`config.mk`:
```
export PLATFORM = sky130hd
export DESIGN_NAME = seq_mac_unit
export DESIGN_NICKNAME = d
export VERILOG_FILES = /design/src/rtl/mac_pkg.sv /design/src/rtl/mac_digit_step.sv /design/src/rtl/mac_flag_unit.sv /design/src/rtl/seq_mac_unit.sv
export SDC_FILE = /design/constraint.sdc
export NUM_CORES = 1
export LEC_CHECK = 0
export ABC_AREA = 0
export BUFFER_PORTS_ARGS = -buffer_cell sky130_fd_sc_hd__buf_2
export CORE_MARGIN = 8
export CORE_UTILIZATION = 53
export CTS_CLUSTER_DIAMETER = 120
export DETAILED_ROUTE_END_ITERATION = 10
export PLACE_DENSITY = 0.77
export SLEW_MARGIN = 20
export SYNTH_ARGS = -nofsm -noshare
export SYNTH_HDL_FRONTEND = slang
export SYNTH_SLANG_ARGS = --single-unit
```
`constraint.sdc`:
```
create_clock -name clk -period 4.1 [get_ports clk]
set_input_delay 0.615 -clock clk [delete_from_list [all_inputs] [get_ports clk]]
set_output_delay 0.615 -clock clk [all_outputs]
set_load 0.05 [all_outputs]
```
`src/rtl/mac_pkg.sv`:
```
package mac_pkg;

    typedef enum logic {
        PH_IDLE = 1'b0,
        PH_RUN  = 1'b1
    } phase_e;

    typedef struct packed {
        logic n;
        logic z;
        logic c;
        logic v;
    } flags_t;

endpackage

```
`src/rtl/mac_digit_step.sv`:
```
module mac_digit_step #(
    parameter int W = 32,
    parameter int D = 2
) (
    input  logic [W-1:0] pp,
    input  logic [W-1:0] a_sh,
    input  logic [D-1:0] digit,
    output logic [W-1:0] pp_nxt
);
    logic [W-1:0] terms [D];

    for (genvar gi = 0; gi < D; gi++) begin : g_term
        assign terms[gi] = digit[gi] ? (a_sh << gi) : '0;
    end

    always_comb begin
        pp_nxt = pp;
        for (int k = 0; k < D; k++) begin
            pp_nxt = pp_nxt + terms[k];
        end
    end
endmodule

```
`src/rtl/mac_flag_unit.sv`:
```
module mac_flag_unit #(
    parameter int W = 32
) (
    input  logic [W-1:0]     value,
    input  logic             upd,
    input  mac_pkg::flags_t  fin,
    output mac_pkg::flags_t  fout
);
    always_comb begin
        fout = fin;
        if (upd) begin
            fout.n = value[W-1];
            fout.z = (value == '0);
            fout.c = 1'b0;
            fout.v = fin.v;
        end
    end
endmodule

```
`src/rtl/seq_mac_unit.sv`:
```
module seq_mac_unit #(
    parameter int WIDTH = 32,
    parameter int DIGIT = 2
) (
    input  logic             clk,
    input  logic             rst,
    input  logic             start,
    input  logic [WIDTH-1:0] op_a,
    input  logic [WIDTH-1:0] op_b,
    input  logic [WIDTH-1:0] acc_in,
    input  logic             acc_en,
    input  logic             set_flags,
    input  logic [3:0]       flags_in,
    output logic             busy,
    output logic             done,
    output logic [WIDTH-1:0] result,
    output logic [3:0]       flags_out
);
    import mac_pkg::*;

    localparam int STEPS = WIDTH / DIGIT;
    localparam int CW    = $clog2(STEPS + 1);
    localparam logic [CW-1:0] LAST = CW'(STEPS - 1);

    typedef struct packed {
        phase_e           phase;
        logic             done;
        logic [CW-1:0]    cnt;
        logic [WIDTH-1:0] a_sh;
        logic [WIDTH-1:0] b_sh;
        logic [WIDTH-1:0] pp;
        logic [WIDTH-1:0] res;
        logic             sf;
        flags_t           fin;
        flags_t           fout;
    } state_t;

    state_t st_d, st_q;

    logic [WIDTH-1:0] step_pp;
    flags_t           step_flags;

    mac_digit_step #(.W(WIDTH), .D(DIGIT)) u_step (
        .pp     (st_q.pp),
        .a_sh   (st_q.a_sh),
        .digit  (st_q.b_sh[DIGIT-1:0]),
        .pp_nxt (step_pp)
    );

    mac_flag_unit #(.W(WIDTH)) u_flags (
        .value (step_pp),
        .upd   (st_q.sf),
        .fin   (st_q.fin),
        .fout  (step_flags)
    );

    always_comb begin
        st_d      = st_q;
        st_d.done = 1'b0;
        case (st_q.phase)
            PH_IDLE: begin
                if (start) begin
                    st_d.phase = PH_RUN;
                    st_d.cnt   = '0;
                    st_d.a_sh  = op_a;
                    st_d.b_sh  = op_b;
                    st_d.pp    = acc_en ? acc_in : '0;
                    st_d.sf    = set_flags;
                    st_d.fin   = flags_t'(flags_in);
                end
            end
            PH_RUN: begin
                st_d.pp   = step_pp;
                st_d.a_sh = st_q.a_sh << DIGIT;
                st_d.b_sh = st_q.b_sh >> DIGIT;
                st_d.cnt  = st_q.cnt + 1'b1;
                if (st_q.cnt == LAST) begin
                    st_d.phase = PH_IDLE;
                    st_d.done  = 1'b1;
                    st_d.res   = step_pp;
                    st_d.fout  = step_flags;
                end
            end
            default: st_d.phase = PH_IDLE;
        endcase
    end

    always_ff @(posedge clk) begin
        if (rst) begin
            st_q <= '0;
        end else begin
            st_q <= st_d;
        end
    end

    assign busy      = (st_q.phase == PH_RUN);
    assign done      = st_q.done;
    assign result    = st_q.res;
    assign flags_out = st_q.fout;
endmodule

```
==> run_summary.xml, run 1 <==
<?xml version="1.0" encoding="UTF-8"?>
<metrics>
  <group name="status">
    <metric name="outcome" unit="">finished, final reports clean</metric>
  </group>
  <group name="grt">
    <metric name="first_global_vias" unit="">8471</metric>
    <metric name="grtUsageTotal" unit="%">24.0</metric>
    <metric name="initial_antenna_violation_count" unit="">2</metric>
    <metric name="grt_overflow" unit="">0</metric>
    <metric name="grt_start_max_net_pins" unit="">110</metric>
    <metric name="grt_first_pass_wirelength" unit="µm">42900</metric>
  </group>
  <group name="place">
    <metric name="port_buffers" unit="">142</metric>
    <metric name="post-dp-hpwl" unit="µm">19800</metric>
    <metric name="place_inst" unit="">1484</metric>
    <metric name="gp_congestion" unit="">0.933</metric>
  </group>
  <group name="timing">
    <metric name="fmaxAchievable" unit="MHz">258</metric>
    <metric name="worst_pin_slew" unit="ns">1.00</metric>
    <metric name="setup_viol" unit="">0</metric>
    <metric name="final.setup_skew" unit="ns">0.0107</metric>
    <metric name="timing.final.hold_violations" unit="">0</metric>
    <metric name="setup_total_negative_slack" unit="ns">0</metric>
    <metric name="period_share" unit="%">94.6</metric>
    <metric name="max_slew_margin" unit="%">33.1</metric>
    <metric name="period_needed" unit="ns">3.88</metric>
    <metric name="drv_slew" unit="">0</metric>
    <metric name="hold_ws" unit="ns">0.422</metric>
    <metric name="rsz0062_at_grt" unit="">false</metric>
  </group>
  <group name="clocking">
    <metric name="clk_transition_reported_paths" unit="ns">0.07</metric>
    <metric name="cts_inserted_buffers" unit="">17</metric>
    <metric name="cts_tree" unit="">done</metric>
    <metric name="htreeDepth" unit="">4</metric>
    <metric name="numClockSinks" unit="">144</metric>
    <metric name="worst_skew_pair.late_latency" unit="ns">0.43</metric>
    <metric name="cts-hold-fix-buffers" unit="">0</metric>
    <metric name="clock_path_buffers" unit="">2</metric>
    <metric name="root_buffer" unit="">clkbuf_16</metric>
  </group>
  <group name="synth">
    <metric name="post_synth_inst_count" unit="">1155</metric>
    <metric name="synth_top_cells_by_area" unit="">dfxtp_1 31%, a21oi_1 7.7%, mux2i_1 7.7%</metric>
    <metric name="syn-num-nets" unit="">1324</metric>
    <metric name="synth-async-reset-ratio" unit="%">0</metric>
    <metric name="mean_instance_size_in_the_synthesized_netlist" unit="µm²">8.12</metric>
    <metric name="synth_sequential_area_ratio" unit="%">30.7</metric>
    <metric name="synth_top_cells_by_count" unit="">186 x nor2_1, 145 x a21oi_1, 144 x dfxtp_1</metric>
    <metric name="synthMostInstantiatedCell" unit="">nor2_1</metric>
    <metric name="yosys_warnings" unit="">0</metric>
    <metric name="yosys.area.top_type" unit="">dfxtp_1</metric>
    <metric name="netlist-cell-type-count" unit="">58</metric>
    <metric name="top_reg_cell_synth" unit="">dfxtp_1</metric>
    <metric name="edff_count_synth" unit="">0</metric>
    <metric name="postSynthRegisterBits" unit="">144</metric>
    <metric name="yosysTopAreaCellShare" unit="%">30.7</metric>
    <metric name="syn_area" unit="µm²">9380</metric>
  </group>
  <group name="setup_path">
    <metric name="slowest_stage_cell_crit_path" unit="">fa_1</metric>
    <metric name="critical-path-top-delay-family" unit="">compound AO/OA/AOI/OAI gates</metric>
    <metric name="worst-endpoint-required" unit="ns">4.46</metric>
    <metric name="worst_path_most_repeated_cell" unit="">fa_1</metric>
    <metric name="cells_along_the_critical_path" unit="">buf_12 &gt; nand2_1 &gt; fa_1 &gt; inv_1 &gt; ha_1 &gt; fa_1 &gt; a21o_1 &gt; a221oi_4 &gt; o31a_1 &gt; a21oi_2 &gt; or3_4 &gt; a2111oi_4 &gt; nand4_1 &gt; nor4_1 &gt; o21bai_1</metric>
    <metric name="slowest_delay" unit="ns">0.49</metric>
    <metric name="worst_setup_path_end_kind" unit="">flip-flop</metric>
    <metric name="critical_path.startpoint_type" unit="">flip-flop</metric>
    <metric name="critical_path_arrival" unit="ns">4.23</metric>
    <metric name="crit_buf_inv" unit="">2</metric>
    <metric name="crit_type" unit="">flip-flop to flip-flop</metric>
    <metric name="worstPathMaxFanout" unit="">32</metric>
  </group>
  <group name="final_layout">
    <metric name="number_of_non_filler_instances_in_the_completed_layout" unit="">1518</metric>
    <metric name="area_growth" unit="%">17.3</metric>
    <metric name="finalCoreUtilization" unit="%">63.6</metric>
    <metric name="num-nets-final" unit="">1448</metric>
    <metric name="layout-drive-gt1-share" unit="%">20.7</metric>
    <metric name="layout.filler_cells" unit="">1553</metric>
  </group>
  <group name="routing">
    <metric name="num_vias" unit="">8572</metric>
    <metric name="totalWireLength" unit="µm">26700</metric>
    <metric name="drt-wirelength-per-cell" unit="µm">17.6</metric>
    <metric name="detailed_route_vias_per_instance" unit="">5.65</metric>
    <metric name="post-route-drc-count" unit="">0</metric>
    <metric name="drt.antenna.violating_nets" unit="">0</metric>
    <metric name="drt_pre_antenna_iters" unit="">5</metric>
    <metric name="drt_iter0_drcs" unit="">502</metric>
  </group>
  <group name="pwr">
    <metric name="cellLeakagePower" unit="µW">0.00500</metric>
    <metric name="post-layout-total-power" unit="µW">3630</metric>
    <metric name="irDropWorstVdd" unit="V">0.000380</metric>
    <metric name="power.density" unit="nW/µm²">330</metric>
  </group>
  <group name="die">
    <metric name="initial_utilization" unit="%">54.2</metric>
    <metric name="die_width" unit="µm">149</metric>
    <metric name="chipHeight" unit="µm">149</metric>
    <metric name="fp.coreArea" unit="µm²">17300</metric>
    <metric name="fp.dieArea" unit="µm²">22200</metric>
    <metric name="rows" unit="">48</metric>
    <metric name="design.portCount" unit="">143</metric>
  </group>
  <group name="worst_hold_path">
    <metric name="holdCritPathClass" unit="">input pin to flip-flop</metric>
  </group>
  <group name="job">
    <metric name="maxCapViolations" unit="">0</metric>
  </group>
</metrics>
[registers in the layout (all words and copies together) (netlist names)]
register / count
flags_out: 4
done: 1
busy: 1
st_q: 106
result: 32
[area by class of cell]
cell class                 instances  area, µm²  area share (%)
clock inverter                    12        100           0.910
sequential                       144       2890            26.2
tap                              225        282            2.56
clock buffer                      20        467            4.24
inverter                          13       48.8           0.444
timing repair buffer             221       1350            12.2
multi-input combinational        882       5870            53.3
antenna                            1       2.50          0.0227
[per-stage QoR]
step	cell area, µm²	setup WS (ns)
floorplan	9380	0.257
global route	11000	0.00168
CTS	11000	0.203
detailed placement	10400	0.230
global placement	10400	0.317
finish	11000	0.223
[cell families (layout without fill, tap and decap cells)]
family / Yosys count / after routing / synth area share (%)
AND/OR/NAND/NOR: 439 / 439 / 22.4
AO/OA/AOI/OAI: 286 / 286 / 19.4
flip-flops: 144 / 144 / 30.7
buffers and inverters: 129 / 266 / 6.70
multiplexers: 72 / 72 / 7.69
adder cells (fa/ha/maj): 64 / 64 / 11.0
XOR/XNOR: 21 / 21 / 1.96
other: 0 / 1 / 0
[routing by layer]
layer	up-vias	part of all wire, %	track usage (%)
met1	4032	45	30.1
met2	249	45	37.6
li1	4241	-	-
met5	-	0.083	0
met3	46	8.3	8.89
met4	4	1.9	7.42
[report_power, final]
part / total (µW) / internal [µW] / switching (µW) / leakage [µW]
registers: 1530 / 1460 / 61.7 / 0.00118
clock network: 1500 / 837 / 668 / 0.000274
logic: 604 / 271 / 333 / 0.00355
total: 3630 / 2570 / 1060 / 0.00500
[worst paths after layout]
path,depth (start not counted),start,slack [ns],to
worst max-delay path,15,st_q[74],0.22,flags_out[2]
worst min-delay path,3,set_flags,0.42,st_q[8]
worst max register to register,15,st_q[74],0.22,flags_out[2]
worst min register to register,2,result[25],0.45,result[25]
[cell usage in the layout, fill, tap and decap left out, drive strengths merged, types with 9 or more instances in the layout]
cell / count
ha: 33
dfxtp: 144
and3: 10
fa: 31
nor2b: 23
a21o: 12
inv: 19
o21a: 9
nand2b: 15
nor2: 186
mux2i: 72
xnor2: 11
clkbuf: 20
a311oi: 18
and2: 69
o21ai: 26
nand2: 64
nor3: 16
a21oi: 146
nand3: 23
buf: 221
a211oi: 30
xor2: 10
[worst reg2reg max path, cell delays in order, from the launching register on]
cell       delay, ns
dfxtp_1         0.35
buf_12          0.19
nand2_1         0.10
fa_1            0.49
inv_1           0.05
ha_1            0.19
fa_1            0.40
a21o_1          0.24
a221oi_4        0.30
o31a_1          0.21
a21oi_2         0.09
or3_4           0.36
a2111oi_4       0.34
nand4_1         0.13
nor4_1          0.25
o21bai_1        0.13
[repair_timing]
action,4_1_cts,5_1_grt
endpoints found under the setup margin,0,1
gates resized for setup,0,1
buffers inserted,0,1
Power figures use the tool's default switching activity.
==> run 2, diff against run 1 <==
--- a/config.mk
+++ b/config.mk
@@ -8,10 +8,10 @@
 export ABC_AREA = 0
 export BUFFER_PORTS_ARGS = -buffer_cell sky130_fd_sc_hd__buf_2
 export CORE_MARGIN = 8
-export CORE_UTILIZATION = 53
+export CORE_UTILIZATION = 58
 export CTS_CLUSTER_DIAMETER = 120
 export DETAILED_ROUTE_END_ITERATION = 10
-export PLACE_DENSITY = 0.77
+export PLACE_DENSITY = 0.8
 export SLEW_MARGIN = 20
 export SYNTH_ARGS = -nofsm -noshare
 export SYNTH_HDL_FRONTEND = slang
==> constraint.sdc (replaced) <==
create_clock -name clk -period 4 [get_ports clk]
set_input_delay 0.6 -clock clk [delete_from_list [all_inputs] [get_ports clk]]
set_output_delay 0.6 -clock clk [all_outputs]
set_load 0.005 [all_outputs]
==> run 2 against run 1 <==
Final cell count shrank 0.33%. Cell area rose by 0.59%. Sequential cell count is the same. Clock-buffer cell count unchanged. Via count increased by 0.40%. Register-to-register slack got worse by 0.04 ns. Wire length hardly changed. Combinational power grew 2%. Clock power rose by 11%. Worst setup slack worse by 0.041 ns. Core utilization is 6.3 points higher.
==> run_summary.xml, run 2 (synthesis results as in run 1) <==
<?xml version="1.0" encoding="UTF-8"?>
<metrics>
  <group name="grt">
    <metric name="first_global_vias" unit="">8529</metric>
    <metric name="global_route.usage.met1" unit="%">33.0</metric>
    <metric name="grt.met3_usage" unit="%">7.11</metric>
    <metric name="initial_antenna_violation_count" unit="">1</metric>
    <metric name="grtUsageTotal" unit="%">26.3</metric>
    <metric name="grt_start_max_net_pins" unit="">106</metric>
    <metric name="global_route.peak_usage_layer" unit="">met2</metric>
    <metric name="grt_first_pass_wirelength" unit="µm">43000</metric>
    <metric name="grt_util_met2" unit="%">43.1</metric>
    <metric name="grt_overflow" unit="">0</metric>
  </group>
  <group name="die">
    <metric name="initial_utilization" unit="%">59.2</metric>
    <metric name="fp.dieArea" unit="µm²">20500</metric>
    <metric name="design.portCount" unit="">143</metric>
    <metric name="fp.coreArea" unit="µm²">15800</metric>
    <metric name="rows" unit="">46</metric>
    <metric name="die_width" unit="µm">143</metric>
    <metric name="chipHeight" unit="µm">143</metric>
  </group>
  <group name="clocking">
    <metric name="cts_tree" unit="">done</metric>
    <metric name="htreeDepth" unit="">4</metric>
    <metric name="numClockSinks" unit="">144</metric>
    <metric name="root_buffer" unit="">clkbuf_16</metric>
    <metric name="clk_transition_reported_paths" unit="ns">0.07</metric>
    <metric name="cts-hold-fix-buffers" unit="">0</metric>
    <metric name="worst_skew_pair.late_latency" unit="ns">0.43</metric>
    <metric name="post_cts_setup_inserts" unit="">0</metric>
    <metric name="clock_path_buffers" unit="">2</metric>
    <metric name="cts_inserted_buffers" unit="">17</metric>
  </group>
  <group name="worst_hold_path">
    <metric name="min_delay_path_depth" unit="">3</metric>
    <metric name="holdCritPathClass" unit="">input pin to flip-flop</metric>
    <metric name="hp-start" unit="">flags_in[1]</metric>
    <metric name="endpoint_with_the_worst_hold_slack" unit="">st_q[5]</metric>
  </group>
  <group name="final_layout">
    <metric name="mostFrequentLayoutCells" unit="">186 x nor2_1, 145 x a21oi_1, 140 x dfxtp_1, 140 x buf_2, 84 x buf_4</metric>
    <metric name="area_growth" unit="%">18.0</metric>
    <metric name="number_of_flip_flops_under_the_largest_register_name" unit="">106</metric>
    <metric name="antenna_cells" unit="">0</metric>
    <metric name="finalCoreUtilization" unit="%">69.9</metric>
    <metric name="largest-register" unit="">st_q</metric>
    <metric name="layout-drive-gt1-share" unit="%">21.3</metric>
    <metric name="num-nets-final" unit="">1453</metric>
    <metric name="number_of_non_filler_instances_in_the_completed_layout" unit="">1513</metric>
    <metric name="mostFrequentLayoutCell" unit="">nor2_1</metric>
  </group>
  <group name="timing">
    <metric name="drv_slew" unit="">0</metric>
    <metric name="timing.final.hold_violations" unit="">0</metric>
    <metric name="hold_ws" unit="ns">0.416</metric>
    <metric name="setup_viol" unit="">0</metric>
    <metric name="period_needed" unit="ns">3.82</metric>
    <metric name="rsz0062_at_grt" unit="">false</metric>
    <metric name="setup_total_negative_slack" unit="ns">0</metric>
    <metric name="fmaxAchievable" unit="MHz">262</metric>
    <metric name="worst_pin_slew" unit="ns">1.06</metric>
    <metric name="period_share" unit="%">95.4</metric>
    <metric name="final.setup_skew" unit="ns">0.00745</metric>
    <metric name="max_slew_margin" unit="%">29.1</metric>
  </group>
  <group name="routing">
    <metric name="totalWireLength" unit="µm">26700</metric>
    <metric name="drt-wirelength-per-cell" unit="µm">17.6</metric>
    <metric name="drt_pre_antenna_iters" unit="">5</metric>
    <metric name="drt_iter0_drcs" unit="">675</metric>
    <metric name="post-route-drc-count" unit="">0</metric>
    <metric name="num_vias" unit="">8606</metric>
    <metric name="drt.antenna.violating_nets" unit="">0</metric>
    <metric name="detailed_route_vias_per_instance" unit="">5.69</metric>
  </group>
  <group name="pwr">
    <metric name="irDropWorstVdd" unit="V">0.000295</metric>
    <metric name="power.density" unit="nW/µm²">348</metric>
    <metric name="cellLeakagePower" unit="µW">0.00505</metric>
  </group>
  <group name="setup_path">
    <metric name="crit-reg2reg-capture" unit="">flags_out[2]</metric>
    <metric name="worst-endpoint-required" unit="ns">4.36</metric>
    <metric name="critical_path_arrival" unit="ns">4.17</metric>
    <metric name="reg2reg_from" unit="">st_q[106]</metric>
    <metric name="worst_setup_path_end_kind" unit="">flip-flop</metric>
    <metric name="r2r_setup_slk" unit="ns">0.18</metric>
    <metric name="crit_type" unit="">flip-flop to flip-flop</metric>
    <metric name="worstPathMaxFanout" unit="">6</metric>
    <metric name="r2r_worst_path_depth" unit="">15</metric>
    <metric name="critical_path.startpoint_type" unit="">flip-flop</metric>
  </group>
  <group name="place">
    <metric name="post-dp-hpwl" unit="µm">19400</metric>
    <metric name="port_buffers" unit="">142</metric>
    <metric name="place_inst" unit="">1481</metric>
    <metric name="gp_congestion" unit="">0.937</metric>
  </group>
  <group name="status">
    <metric name="outcome" unit="">finished, final reports clean</metric>
  </group>
  <group name="job">
    <metric name="maxCapViolations" unit="">0</metric>
  </group>
</metrics>
-- run 2: changes by cell type in the layout (fill, tap and decap cells not counted) --
cell / change
bufinv_16: +2
diode_2: -1
a2111oi_0: -1
a2111oi_1: +1
buf_12: -1
dfxtp_1: -3
buf_4: +6
clkinvlp_4: -2
o21ai_1: -1
o21ai_2: +1
dfxtp_2: +3
-- run 2: where the power goes --
group | total, µW | leakage, µW | switching, µW | internal (µW)
clock network | 1670 | 0.000302 | 687 | 985
logic | 618 | 0.00357 | 339 | 279
registers | 1560 | 0.00118 | 59.5 | 1500
-- run 2: metrics by stage --
| stage | power [µW] | instance area [µm²] | setup slack [ns] |
|---|---|---|---|
| after floorplan | 1970 | 9380 | 0.157 |
| after global placement | 2190 | 10400 | 0.0835 |
| after global routing | 3990 | 11100 | 0.0128 |
| final | 3850 | 11100 | 0.182 |
| after CTS | 3850 | 11100 | 0.0230 |
| after detailed placement | 2200 | 10400 | 0.0432 |
-- run 2: how the worst max path moves through the flow --
stage / startpoint / endpoint / slack, ns / cells after the start
final: st_q[106] / flags_out[2] / 0.18 / 15
after global routing: st_q[74] / result[23] / 0.01 / 16
after CTS: st_q[74] / result[30] / 0.02 / 14
after detailed placement: st_q[74] / result[30] / 0.04 / 14
after global placement: st_q[74] / result[30] / 0.08 / 14
after floorplan: st_q[73] / flags_out[2] / 0.16 / 15
-- run 2: layout make-up --
cell class                 count  area (µm²)
clock inverter                12         145
fill                        1308        4760
sequential                   144        2890
inverter                      13        48.8
multi-input combinational    882        5870
tap                          216         270
clock buffer                  20         467
timing repair buffer         226        1370
-- run 2: what timing repair did --
item	in CTS	in global routing
resized for setup	0	6
hold endpoints to repair	0	0
setup endpoints to repair	0	10
-- run 2: critical path: stages, from the launching register on --
cell and delay (ns):
dfxtp_2 0.39, nand2_1 0.13, fa_1 0.52, inv_1 0.04
ha_1 0.19, fa_1 0.39, a21o_1 0.24, a221oi_4 0.26
buf_4 0.19, o211ai_1 0.12, a31oi_1 0.23, xnor2_1 0.15
a2111oi_4 0.34, nand4_1 0.14, nor4_1 0.26, o21bai_1 0.14
-- run 2: metal layers --
layer	routed length, µm	up-vias	part of all wire [%]
met3	1860	28	7.0
li1	-	4239	-
met5	8	-	0.030
met1	11800	4112	44
met2	12700	225	47
met4	348	2	1.3
==> run 3, diff against run 2 <==
--- a/config.mk
+++ b/config.mk
@@ -11,6 +11,7 @@
 export CORE_UTILIZATION = 58
 export CTS_CLUSTER_DIAMETER = 120
 export DETAILED_ROUTE_END_ITERATION = 10
+export GPL_TIMING_DRIVEN = 0
 export PLACE_DENSITY = 0.8
 export SLEW_MARGIN = 20
 export SYNTH_ARGS = -nofsm -noshare
==> run 3 against run 2 <==
The run now ends with setup timing left. Final cell count up 2.8%. Power down 1.7%. Worst setup slack worse by 0.25 ns. Critical path type unchanged. Critical endpoint unchanged.
==> run_summary.xml, run 3 (synthesis results as in run 1) <==
<?xml version="1.0" encoding="UTF-8"?>
<metrics>
  <group name="routing">
    <metric name="totalWireLength" unit="µm">30900</metric>
    <metric name="drt_iter0_drcs" unit="">854</metric>
    <metric name="drt.antenna.violating_nets" unit="">0</metric>
    <metric name="drt-wirelength-per-cell" unit="µm">19.9</metric>
    <metric name="drt_pre_antenna_iters" unit="">7</metric>
    <metric name="post-route-drc-count" unit="">0</metric>
    <metric name="detailed_route_vias_per_instance" unit="">5.89</metric>
    <metric name="num_vias" unit="">9171</metric>
  </group>
  <group name="final_layout">
    <metric name="num-nets-final" unit="">1496</metric>
    <metric name="area_growth" unit="%">20.0</metric>
    <metric name="largest-register" unit="">st_q</metric>
    <metric name="mostFrequentLayoutCell" unit="">nor2_1</metric>
    <metric name="multi_input_comb_area" unit="µm²">6020</metric>
    <metric name="antenna_cells" unit="">0</metric>
    <metric name="finalCoreUtilization" unit="%">71.1</metric>
    <metric name="sequential_cell_area" unit="µm²">2890</metric>
    <metric name="layout.filler_cells" unit="">1323</metric>
    <metric name="mostFrequentLayoutCells" unit="">186 x nor2_1, 145 x buf_2, 142 x dfxtp_1, 141 x a21oi_1, 72 x mux2i_1</metric>
    <metric name="number_of_flip_flops_under_the_largest_register_name" unit="">106</metric>
    <metric name="layout-drive-gt1-share" unit="%">20.3</metric>
  </group>
  <group name="grt">
    <metric name="first_global_vias" unit="">9104</metric>
    <metric name="grt_overflow" unit="">0</metric>
    <metric name="initial_antenna_violation_count" unit="">1</metric>
    <metric name="grt_start_max_net_pins" unit="">18</metric>
    <metric name="grtUsageTotal" unit="%">30.4</metric>
    <metric name="grt_first_pass_wirelength" unit="µm">48300</metric>
  </group>
  <group name="die">
    <metric name="fp.dieArea" unit="µm²">20500</metric>
    <metric name="design.portCount" unit="">143</metric>
    <metric name="die_width" unit="µm">143</metric>
    <metric name="initial_utilization" unit="%">59.2</metric>
    <metric name="fp.coreArea" unit="µm²">15800</metric>
    <metric name="chipHeight" unit="µm">143</metric>
    <metric name="rows" unit="">46</metric>
  </group>
  <group name="timing">
    <metric name="timing.final.hold_violations" unit="">0</metric>
    <metric name="period_needed" unit="ns">4.06</metric>
    <metric name="worst_slack" unit="ns">-0.0644</metric>
    <metric name="period_share" unit="%">102</metric>
    <metric name="worst_pin_slew" unit="ns">0.768</metric>
    <metric name="fmaxAchievable" unit="MHz">246</metric>
    <metric name="rsz0062_at_grt" unit="">true</metric>
    <metric name="final.setup_skew" unit="ns">0.00736</metric>
    <metric name="hold_ws" unit="ns">0.413</metric>
    <metric name="drv_slew" unit="">0</metric>
    <metric name="setup_viol" unit="">1</metric>
    <metric name="max_slew_margin" unit="%">48.8</metric>
  </group>
  <group name="setup_path">
    <metric name="slowest_delay" unit="ns">0.51</metric>
    <metric name="critical_path.startpoint_type" unit="">flip-flop</metric>
    <metric name="worst-endpoint-required" unit="ns">4.36</metric>
    <metric name="cells_along_the_critical_path" unit="">buf_6 &gt; nand2_4 &gt; fa_1 &gt; inv_2 &gt; ha_4 &gt; fa_2 &gt; a21o_1 &gt; a221oi_4 &gt; buf_6 &gt; o31a_1 &gt; a21oi_2 &gt; or3_4 &gt; a2111oi_4 &gt; nand4_1 &gt; nor4_1 &gt; o21bai_1</metric>
    <metric name="worstPathMaxFanout" unit="">6</metric>
    <metric name="critical-path-top-delay-family" unit="">compound AO/OA/AOI/OAI gates</metric>
    <metric name="worst_path_most_repeated_cell" unit="">buf_6</metric>
    <metric name="crit_type" unit="">flip-flop to flip-flop</metric>
    <metric name="crit_buf_inv" unit="">3</metric>
    <metric name="worst_setup_path_end_kind" unit="">flip-flop</metric>
    <metric name="slowest_stage_cell_crit_path" unit="">fa_1</metric>
    <metric name="critical_path_arrival" unit="ns">4.43</metric>
  </group>
  <group name="status">
    <metric name="failed_checks" unit="">setup timing</metric>
    <metric name="outcome" unit="">finished, violations left</metric>
  </group>
  <group name="clocking">
    <metric name="root_buffer" unit="">clkbuf_16</metric>
    <metric name="numClockSinks" unit="">144</metric>
    <metric name="cts_tree" unit="">done</metric>
    <metric name="clock_path_buffers" unit="">2</metric>
    <metric name="clk_transition_reported_paths" unit="ns">0.07</metric>
    <metric name="cts-hold-fix-buffers" unit="">0</metric>
    <metric name="htreeDepth" unit="">4</metric>
    <metric name="cts_inserted_buffers" unit="">17</metric>
    <metric name="worst_skew_pair.late_latency" unit="ns">0.43</metric>
  </group>
  <group name="worst_hold_path">
    <metric name="holdCritPathClass" unit="">input pin to flip-flop</metric>
  </group>
  <group name="place">
    <metric name="post-dp-hpwl" unit="µm">23600</metric>
    <metric name="gp_congestion" unit="">1.01</metric>
    <metric name="pre_cts_ws" unit="ns">-0.894</metric>
    <metric name="port_buffers" unit="">140</metric>
  </group>
  <group name="job">
    <metric name="maxCapViolations" unit="">0</metric>
  </group>
  <group name="pwr">
    <metric name="power.density" unit="nW/µm²">336</metric>
    <metric name="post-layout-total-power" unit="µW">3780</metric>
    <metric name="cellLeakagePower" unit="µW">0.00504</metric>
    <metric name="irDropWorstVdd" unit="V">0.000300</metric>
  </group>
</metrics>
## run 3: final timing paths
check                   from           end  slack [ns]  cells past startpoint
hold reg to reg   result[14]    result[14]        0.46                      2
hold / removal     set_flags       st_q[8]        0.41                      3
setup reg to reg    st_q[74]  flags_out[2]       -0.06                     16
setup / recovery    st_q[74]  flags_out[2]       -0.06                     16
## run 3: power by group
part	internal [µW]	switching [µW]	total, µW
registers	1500	63.5	1560
logic	250	381	631
clock network	839	751	1590
## run 3: layout make-up
cell class              instances  area share (%)
repair buffers                154            7.31
inverters                      13           0.434
clock inverters                15            1.47
clock buffers                  17            3.78
plain buffers                 115            5.36
flip-flops and latches        144            25.7
multi-input cells             882            53.5
well taps                     216            2.40
## run 3: what timing repair did
item / 4_1_cts / 5_1_grt
resized for setup: 30 / 21
buffers inserted: 4 / 10
setup endpoints to repair: 24 / 2
pin swaps: 6 / 11
## run 3: worst register-to-register path, cell delays in order (launching register included)
cell and delay [ns]:
dfxtp_4 0.40, buf_6 0.13, nand2_4 0.04, fa_1 0.52
inv_2 0.05, ha_4 0.16, fa_2 0.37, a21o_1 0.24
a221oi_4 0.24, buf_6 0.16, o31a_1 0.17, a21oi_2 0.08
or3_4 0.43, a2111oi_4 0.40, nand4_1 0.17, nor4_1 0.30
o21bai_1 0.14
## run 3: per-layer routing
| layer | vias up | GRT usage (%) | routed length, µm |
|---|---|---|---|
| li1 | 4325 | - | - |
| met1 | 4378 | 39.2 | 13300 |
| met2 | 387 | 48.6 | 14200 |
| met3 | 79 | 6.91 | 2650 |
| met4 | 2 | 11.5 | 844 |
| met5 | - | 0 | 8 |
## run 3: through the flow
stage          area [µm²]  setup TNS (ns)  cells
3_3_place_gp        10300           -6.22   1511
5_1_grt             11200          -0.165   1556
6_report            11200         -0.0644   1556
2_1_floorplan        9380               0   1155
4_1_cts             11100               0   1546
3_5_place_dp        10300           -6.58   1511
